--- config.mk ---
export PLATFORM = sky130hd
export DESIGN_NAME = tscap_top
export DESIGN_NICKNAME = d
export VERILOG_FILES = /design/src/rtl/tscap_pkg.sv /design/src/rtl/tscap_edge.sv /design/src/rtl/tscap_seq.sv /design/src/rtl/tscap_irq.sv /design/src/rtl/tscap_top.sv
export SDC_FILE = /design/constraint.sdc
export NUM_CORES = 1
export LEC_CHECK = 0
export ABC_AREA = 1
export BUFFER_PORTS_ARGS = -buffer_cell sky130_fd_sc_hd__buf_2
export CAP_MARGIN = 20
export CELL_PAD_IN_SITES_DETAIL_PLACEMENT = 0
export CELL_PAD_IN_SITES_GLOBAL_PLACEMENT = 2
export CORE_MARGIN = 1.5
export CORE_UTILIZATION = 29
export CTS_CLUSTER_SIZE = 16
export DETAILED_ROUTE_END_ITERATION = 7
export PLACE_DENSITY = 0.79
export SYNTH_ARGS = -nofsm -noshare
export SYNTH_HDL_FRONTEND = slang
export SYNTH_SLANG_ARGS = --single-unit
--- constraint.sdc ---
create_clock -name clk -period 1.8 [get_ports clk]
set_input_delay 0.36 -clock clk [delete_from_list [all_inputs] [get_ports clk]]
set_output_delay 0.36 -clock clk [all_outputs]
set_load 0.05 [all_outputs]
--- src/rtl/tscap_pkg.sv ---
package tscap_pkg;

    localparam int DW       = 32;
    localparam int NCAP     = 4;
    localparam int NEVT     = NCAP + 1;
    localparam int SLOT_W   = $clog2(NCAP);

    // register offsets
    localparam logic [7:0] A_CNT  = 8'h00;
    localparam logic [7:0] A_CAP0 = 8'h08;
    localparam logic [7:0] A_CTRL = 8'h28;
    localparam logic [7:0] A_IFLG = 8'h2C;
    localparam logic [7:0] A_CLR  = 8'h30;
    localparam logic [7:0] A_ID   = 8'h5C;

    // control field positions
    localparam int B_LOAD    = 8;
    localparam int B_ONESHOT = 16;
    localparam int B_STOP    = 17;
    localparam int B_RUN     = 20;

    // flag/enable register positions
    localparam int B_EN      = 1;
    localparam int B_LATCH   = 16;
    localparam int B_FLAG    = 17;

    typedef struct packed {
        logic              run;
        logic [SLOT_W-1:0] stop;
        logic              oneshot;
        logic              load_en;
        logic [NCAP-1:0]   pol;
    } ctrl_t;

    function automatic logic [DW-1:0] ctrl_pack(input ctrl_t c);
        logic [DW-1:0] w;
        w = '0;
        for (int i = 0; i < NCAP; i++) w[2*i] = c.pol[i];
        w[B_LOAD]                   = c.load_en;
        w[B_ONESHOT]                = c.oneshot;
        w[B_STOP +: SLOT_W]         = c.stop;
        w[B_RUN]                    = c.run;
        return w;
    endfunction

    function automatic logic [7:0] cap_offset(input int unsigned i);
        return 8'(A_CAP0 + 4 * i);
    endfunction

endpackage

--- src/rtl/tscap_edge.sv ---
module tscap_edge #(
    parameter int SYNC_STAGES = 2
) (
    input  logic clk,
    input  logic rst,
    input  logic din,
    output logic rise,
    output logic fall
);
    // SYNC_STAGES synchroniser flops plus one history flop
    logic [SYNC_STAGES:0] sh_q;

    always_ff @(posedge clk) begin
        if (rst) sh_q <= '0;
        else     sh_q <= {sh_q[SYNC_STAGES-1:0], din};
    end

    assign rise =  sh_q[SYNC_STAGES-1] & ~sh_q[SYNC_STAGES];
    assign fall = ~sh_q[SYNC_STAGES-1] &  sh_q[SYNC_STAGES];

endmodule

--- src/rtl/tscap_seq.sv ---
module tscap_seq
    import tscap_pkg::*;
(
    input  logic              clk,
    input  logic              rst,
    input  logic [NCAP-1:0]   pol,
    input  logic [SLOT_W-1:0] stop,
    input  logic              oneshot,
    input  logic              load_en,
    input  logic              rearm,
    input  logic              rise,
    input  logic              fall,
    output logic              fire,
    output logic [SLOT_W-1:0] slot
);
    logic [SLOT_W-1:0] idx_q;
    logic              armed_q;
    logic              hit;

    assign hit  = pol[idx_q] ? fall : rise;
    assign fire = load_en & armed_q & hit;
    assign slot = idx_q;

    always_ff @(posedge clk) begin
        if (rst) begin
            idx_q   <= '0;
            armed_q <= 1'b1;
        end else if (rearm) begin
            idx_q   <= '0;
            armed_q <= 1'b1;
        end else if (fire) begin
            if (idx_q == stop) begin
                idx_q <= '0;
                if (oneshot) armed_q <= 1'b0;
            end else begin
                idx_q <= idx_q + 1'b1;
            end
        end
    end

    AST_ONESHOT_HALT: assert property (@(posedge clk) disable iff (rst)
        (fire && oneshot && idx_q == stop && !rearm) |=> !armed_q);
    AST_SLOT_ADVANCE: assert property (@(posedge clk) disable iff (rst)
        (fire && idx_q != stop && !rearm) |=> idx_q == $past(idx_q) + 1'b1);
    AST_SLOT_WRAP: assert property (@(posedge clk) disable iff (rst)
        (fire && idx_q == stop && !rearm) |=> idx_q == '0);

endmodule

--- src/rtl/tscap_irq.sv ---
module tscap_irq
    import tscap_pkg::*;
(
    input  logic            clk,
    input  logic            rst,
    input  logic [NEVT-1:0] set_i,
    input  logic [NEVT-1:0] clr_i,
    input  logic            clr_latch,
    input  logic [NEVT-1:0] en_i,
    output logic [NEVT-1:0] flags,
    output logic            latch,
    output logic            irq
);
    logic [NEVT-1:0] flags_q;
    logic            latch_q;
    logic            pending;

    assign pending = |(flags_q & en_i);

    always_ff @(posedge clk) begin
        if (rst) begin
            flags_q <= '0;
            latch_q <= 1'b0;
        end else begin
            flags_q <= (flags_q & ~clr_i) | set_i;
            if (clr_latch)    latch_q <= 1'b0;
            else if (pending) latch_q <= 1'b1;
        end
    end

    assign flags = flags_q;
    assign latch = latch_q;
    assign irq   = latch_q & pending;

    AST_SET_WINS: assert property (@(posedge clk) disable iff (rst)
        (|set_i) |=> ((flags_q & $past(set_i)) == $past(set_i)));
    AST_LATCH_CLEAR: assert property (@(posedge clk) disable iff (rst)
        clr_latch |=> !latch_q);

endmodule

--- src/rtl/tscap_top.sv ---
module tscap_top
    import tscap_pkg::*;
#(
    parameter logic [31:0] ID_VALUE    = 32'h7CA5_0104,
    parameter int          SYNC_STAGES = 2
) (
    input  logic        clk,
    input  logic        rst,
    input  logic        cap_in,
    input  logic [7:0]  bus_addr,
    input  logic        bus_wen,
    input  logic [31:0] bus_wdata,
    output logic [31:0] bus_rdata,
    output logic        irq
);
    ctrl_t                     ctrl_q;
    logic [NEVT-1:0]           en_q;
    logic [DW-1:0]             cnt_q;
    logic [NCAP-1:0][DW-1:0]   cap_q;

    logic                      rise, fall, fire, rearm;
    logic [SLOT_W-1:0]         slot;
    logic                      wr_cnt, wr_ctrl, wr_en, wr_clr, ovf_set;
    logic [NCAP-1:0]           wr_cap, cap_set;
    logic [NEVT-1:0]           flags, clr_vec;
    logic                      latch;

    assign wr_cnt  = bus_wen && bus_addr == A_CNT;
    assign wr_ctrl = bus_wen && bus_addr == A_CTRL;
    assign wr_en   = bus_wen && bus_addr == A_IFLG;
    assign wr_clr  = bus_wen && bus_addr == A_CLR;
    assign rearm   = wr_ctrl && bus_wdata[B_LOAD] && !ctrl_q.load_en;

    for (genvar i = 0; i < NCAP; i++) begin : g_slot
        assign wr_cap[i]  = bus_wen && bus_addr == cap_offset(i);
        assign cap_set[i] = fire && slot == SLOT_W'(i);
    end

    // control and enable registers
    always_ff @(posedge clk) begin
        if (rst) begin
            ctrl_q <= '0;
            en_q   <= '0;
        end else begin
            if (wr_ctrl) begin
                for (int i = 0; i < NCAP; i++) ctrl_q.pol[i] <= bus_wdata[2*i];
                ctrl_q.load_en <= bus_wdata[B_LOAD];
                ctrl_q.oneshot <= bus_wdata[B_ONESHOT];
                ctrl_q.stop    <= bus_wdata[B_STOP +: SLOT_W];
                ctrl_q.run     <= bus_wdata[B_RUN];
            end
            if (wr_en) en_q <= bus_wdata[B_EN +: NEVT];
        end
    end

    // timestamp counter
    assign ovf_set = ctrl_q.run && !wr_cnt && (cnt_q == '1);

    always_ff @(posedge clk) begin
        if (rst)              cnt_q <= '0;
        else if (wr_cnt)      cnt_q <= bus_wdata;
        else if (ctrl_q.run)  cnt_q <= cnt_q + 1'b1;
    end

    // capture slots: a hardware stamp takes priority over a bus write
    always_ff @(posedge clk) begin
        if (rst) cap_q <= '0;
        else begin
            for (int i = 0; i < NCAP; i++) begin
                if (cap_set[i])     cap_q[i] <= cnt_q;
                else if (wr_cap[i]) cap_q[i] <= bus_wdata;
            end
        end
    end

    assign clr_vec = wr_clr ? bus_wdata[1 +: NEVT] : '0;

    tscap_edge #(.SYNC_STAGES(SYNC_STAGES)) u_edge (
        .clk  (clk),
        .rst  (rst),
        .din  (cap_in),
        .rise (rise),
        .fall (fall)
    );

    tscap_seq u_seq (
        .clk     (clk),
        .rst     (rst),
        .pol     (ctrl_q.pol),
        .stop    (ctrl_q.stop),
        .oneshot (ctrl_q.oneshot),
        .load_en (ctrl_q.load_en),
        .rearm   (rearm),
        .rise    (rise),
        .fall    (fall),
        .fire    (fire),
        .slot    (slot)
    );

    tscap_irq u_irq (
        .clk       (clk),
        .rst       (rst),
        .set_i     ({ovf_set, cap_set}),
        .clr_i     (clr_vec),
        .clr_latch (wr_clr && bus_wdata[0]),
        .en_i      (en_q),
        .flags     (flags),
        .latch     (latch),
        .irq       (irq)
    );

    // read mux
    always_comb begin
        bus_rdata = '0;
        case (bus_addr)
            A_CNT:  bus_rdata = cnt_q;
            A_CTRL: bus_rdata = ctrl_pack(ctrl_q);
            A_IFLG: begin
                bus_rdata[B_FLAG +: NEVT] = flags;
                bus_rdata[B_LATCH]        = latch;
                bus_rdata[B_EN +: NEVT]   = en_q;
            end
            A_ID:   bus_rdata = ID_VALUE;
            default: begin
                for (int i = 0; i < NCAP; i++)
                    if (bus_addr == cap_offset(i)) bus_rdata = cap_q[i];
            end
        endcase
    end

    AST_CNT_STEP: assert property (@(posedge clk) disable iff (rst)
        (ctrl_q.run && !wr_cnt) |=> cnt_q == $past(cnt_q) + 1'b1);
    AST_CNT_FROZEN: assert property (@(posedge clk) disable iff (rst)
        (!ctrl_q.run && !wr_cnt) |=> $stable(cnt_q));
    AST_OVF_FLAG: assert property (@(posedge clk) disable iff (rst)
        (ctrl_q.run && !wr_cnt && cnt_q == '1) |=> flags[NCAP]);
    AST_NO_LOAD_IDLE: assert property (@(posedge clk) disable iff (rst)
        (!ctrl_q.load_en && !wr_cap[0]) |=> $stable(cap_q[0]));

endmodule

==> metrics.txt <==
status=finished with violations; failing checks=negative setup slack; Slew Limit Fails=0; grt met2 use=43.58%; syn nets=2130; Synth top cells by count=616 x nor2_1, 473 x nand2_1, 237 x inv_1, 186 x dfxtp_1, 131 x nand4_1; Adder-Cell Fraction of Synth Area=0.5236%; worst skew pair latency=480 ps; hold path depth=3; setup tns final=-15020 ps; DIE WIDTH=206.0 um; RR Endpoint=cap_q[126]$_SDFFE_PP0P_; ANT nets after route=0; number of DRC markers in iteration 0=1762; Slew headroom=43.69%; largest net degree at the start of global routing=162; final std cell area, no fill=17490 sq um; post-synthesis simple-gate area fraction=45.30%; sequential fraction of the synthesis area=31.17%; post-synthesis mux area share=0%; Avg Vias per Cell=5.315; Syn Std Cell Area=11950 sq um; Crit Path Category=in -> out; Reg clk slew, reported paths=80 ps; cts bufs inserted=17; endpoints failing setup=154; RSZ-0062 raised after global routing=yes; most numerous cell in the Yosys netlist=nor2_1; VDD IR-drop max=0.0006914 V; largest family of logic cells by synthesized area=simple AND/OR/NAND/NOR gates; synth unique cells=35; Worst Hold Class=in -> reg; Finished Core Util=42.93%; PnR worst setup slack=-347.3 ps; placed cell count=2693; antenna violations before repair=0; Synth area leaders=dfxtp_1 31%, nor2_1 19%, nand2_1 15%; CTS sink cnt=186; GRT Max-Usage Layer=met2; Synth Area per Inst=5.741 sq um; placed inst area=14060 sq um; Die Footprint=42430 sq um; clock skew=14.54 ps; Synth warnings=0; met3 usage=3.879%; gp weighted congestion=0.9248; EDFF count, synth=0; Top FF cell, synth=dfxtp_1; FF-to-FF Start=u_seq.slot[0]$_SDFFE_PP0P_; Pre-antenna DRT Iters=7; fillers=4271; chip height=206.0 um; CTS Hold Bufs=0; R2R setup slack=-140 ps; worst-margin pin slew=844.6 ps; Rows=74; Hold Vio Cnt, Final=0; R2R cell count=12; Via Count=14890; multi-input combinational cell area=7818 sq um; crit start category=input port; # port buffers=76; I/O pins=77; Hold Startpoint=cap_in; Synth top area share=31.17%; Antenna Cells=0; worst path required time=1440 ps; power per cell area=491.3 nW/um^2; crit share post-route=119.3%; non-filler cells, final=2801; static leakage=7.276 nW; CP endpoint kind=primary output; post-synthesis compound-gate area fraction=8.755%; Global Route Usage Sum=26.52%; synthesized flop and latch total=186; GR Layer Usage met1=34.92%; wire length per cell=22.74 um; DRC=0; Total Wirelength=63710 um; Initial Util=29.33%; maxcap violations=0; CTS H-tree depth=4; layout net count=2305; CP max FO=19; total grt overflow=0; CTS root buffer=clkbuf_16; layout cells sized above 1=26.36%; final hold slack=85.02 ps; vias in the first global route=13310; hold endpoint=u_edge.sh_q[0]$_SDFF_PP0_; Tmin final=2147 ps; library cell with the largest summed area after synthesis=dfxtp_1; worst-case clock buffer depth=2; WP data arrival=1790 ps; Reg area=3742 sq um; Fmax achieved=0.4657 GHz; asr flop ratio synth=0%; Cells after Synth=2081; DP HPWL=36390 um; Area growth syn-to-layout=46.37%; CTS tree=built; Synth Area in XOR/XNOR=1.100%; first-pass GRT wire length=83590 um; core footprint=40740 sq um
cell usage in the layout (no fill, tap or decap), types with 4 or more instances in the layout:
master / n
nor2_1: 496
nand2_1: 442
inv_1: 228
dfxtp_1: 175
buf_4: 132
nand4_1: 131
nor2_2: 85
a21oi_1: 55
buf_12: 47
clkbuf_16: 44
nor2_4: 41
o21ai_0: 40
buf_6: 38
buf_2: 34
nand3_1: 28
o22ai_2: 24
nand2_2: 22
o211ai_1: 19
buf_8: 15
xor2_1: 14
a21oi_2: 13
o22ai_1: 13
nand3_2: 12
nor3_1: 11
buf_16: 11
nand2_4: 9
dfxtp_2: 9
o21ai_1: 8
inv_6: 7
nand3_4: 6
nand2_8: 6
nand3b_1: 4
inv_2: 4
nand4_4: 4
inv_4: 4
cell type report:
class	count	share of cell area, %
multi-input combinational	1507	44.70
timing repair buffer	304	21.35
tap	532	3.806
clock inverter	15	0.9301
clock buffer	17	2.433
inverter	240	5.380
sequential	186	21.40
flip-flops by register name, indices dropped and copies added, names as in the netlist:
signal / count
u_seq.armed_q: 1
u_irq.latch: 1
u_irq.flags: 5
ctrl_q: 9
cnt_q: 32
u_seq.slot: 2
en_q: 5
cap_q: 128
u_edge.sh_q: 3
how the worst max path moves through the flow:
stage / from / slack [ps] / end / cells after the start
final: bus_addr[7] / -350 / bus_rdata[9] / 11
after global routing: bus_addr[6] / -410 / bus_rdata[9] / 11
after CTS: bus_addr[7] / -330 / bus_rdata[9] / 11
after detailed placement: bus_addr[1] / -540 / bus_rdata[8] / 10
after global placement: bus_addr[1] / -520 / bus_rdata[27] / 10
after floorplan: bus_addr[1] / -270 / bus_rdata[12] / 6
power breakdown:
part | switching, mW | total, mW | internal (mW)
clock | 1.95 | 4.02 | 2.07
combinational | 0.317 | 0.454 | 0.137
sequential | 0.00391 | 4.12 | 4.12
total | 2.27 | 8.59 | 6.32
stage by stage:
step                total power, mW  worst slack, ps
floorplan                     4.385           -273.4
global placement              4.603           -517.5
detailed placement            4.604           -538.9
CTS                           8.622           -331.7
global route                  8.833           -410.7
finish                        8.592           -347.3
worst max-delay path, cell delays in order:
cell       delay (ps)
buf_6             100
inv_4              40
nand2_4            70
nor3_4            190
buf_4             150
nand2_4            60
buf_12            160
o22ai_2           150
nor2_1             60
o211ai_1          180
clkbuf_16         250
what timing repair did:
item / in CTS / in global routing
resized for setup: 160 / 273
buffers inserted: 23 / 14
endpoints found under the setup margin: 153 / 175
cloned: 11 / 33
pin swaps: 24 / 103
per-layer routing:
metal | vias to the layer above | wire length [um]
met1 | 7094 | 26090
met4 | 0 | 3118
met3 | 174 | 6063
li1 | 6869 | -
met2 | 749 | 28440
met5 | - | 0
cell families (layout without fill, tap and decap cells):
family                   after synthesis  in the layout
AND/OR/NAND/NOR                     1303           1303
buffers and inverters                388            576
flip-flops                           186            186
AO/OA/AOI/OAI                        184            184
XOR/XNOR                              15             15
adder cells (fa/ha/maj)                5              5
Note: power is estimated with default switching activity, not from simulation.
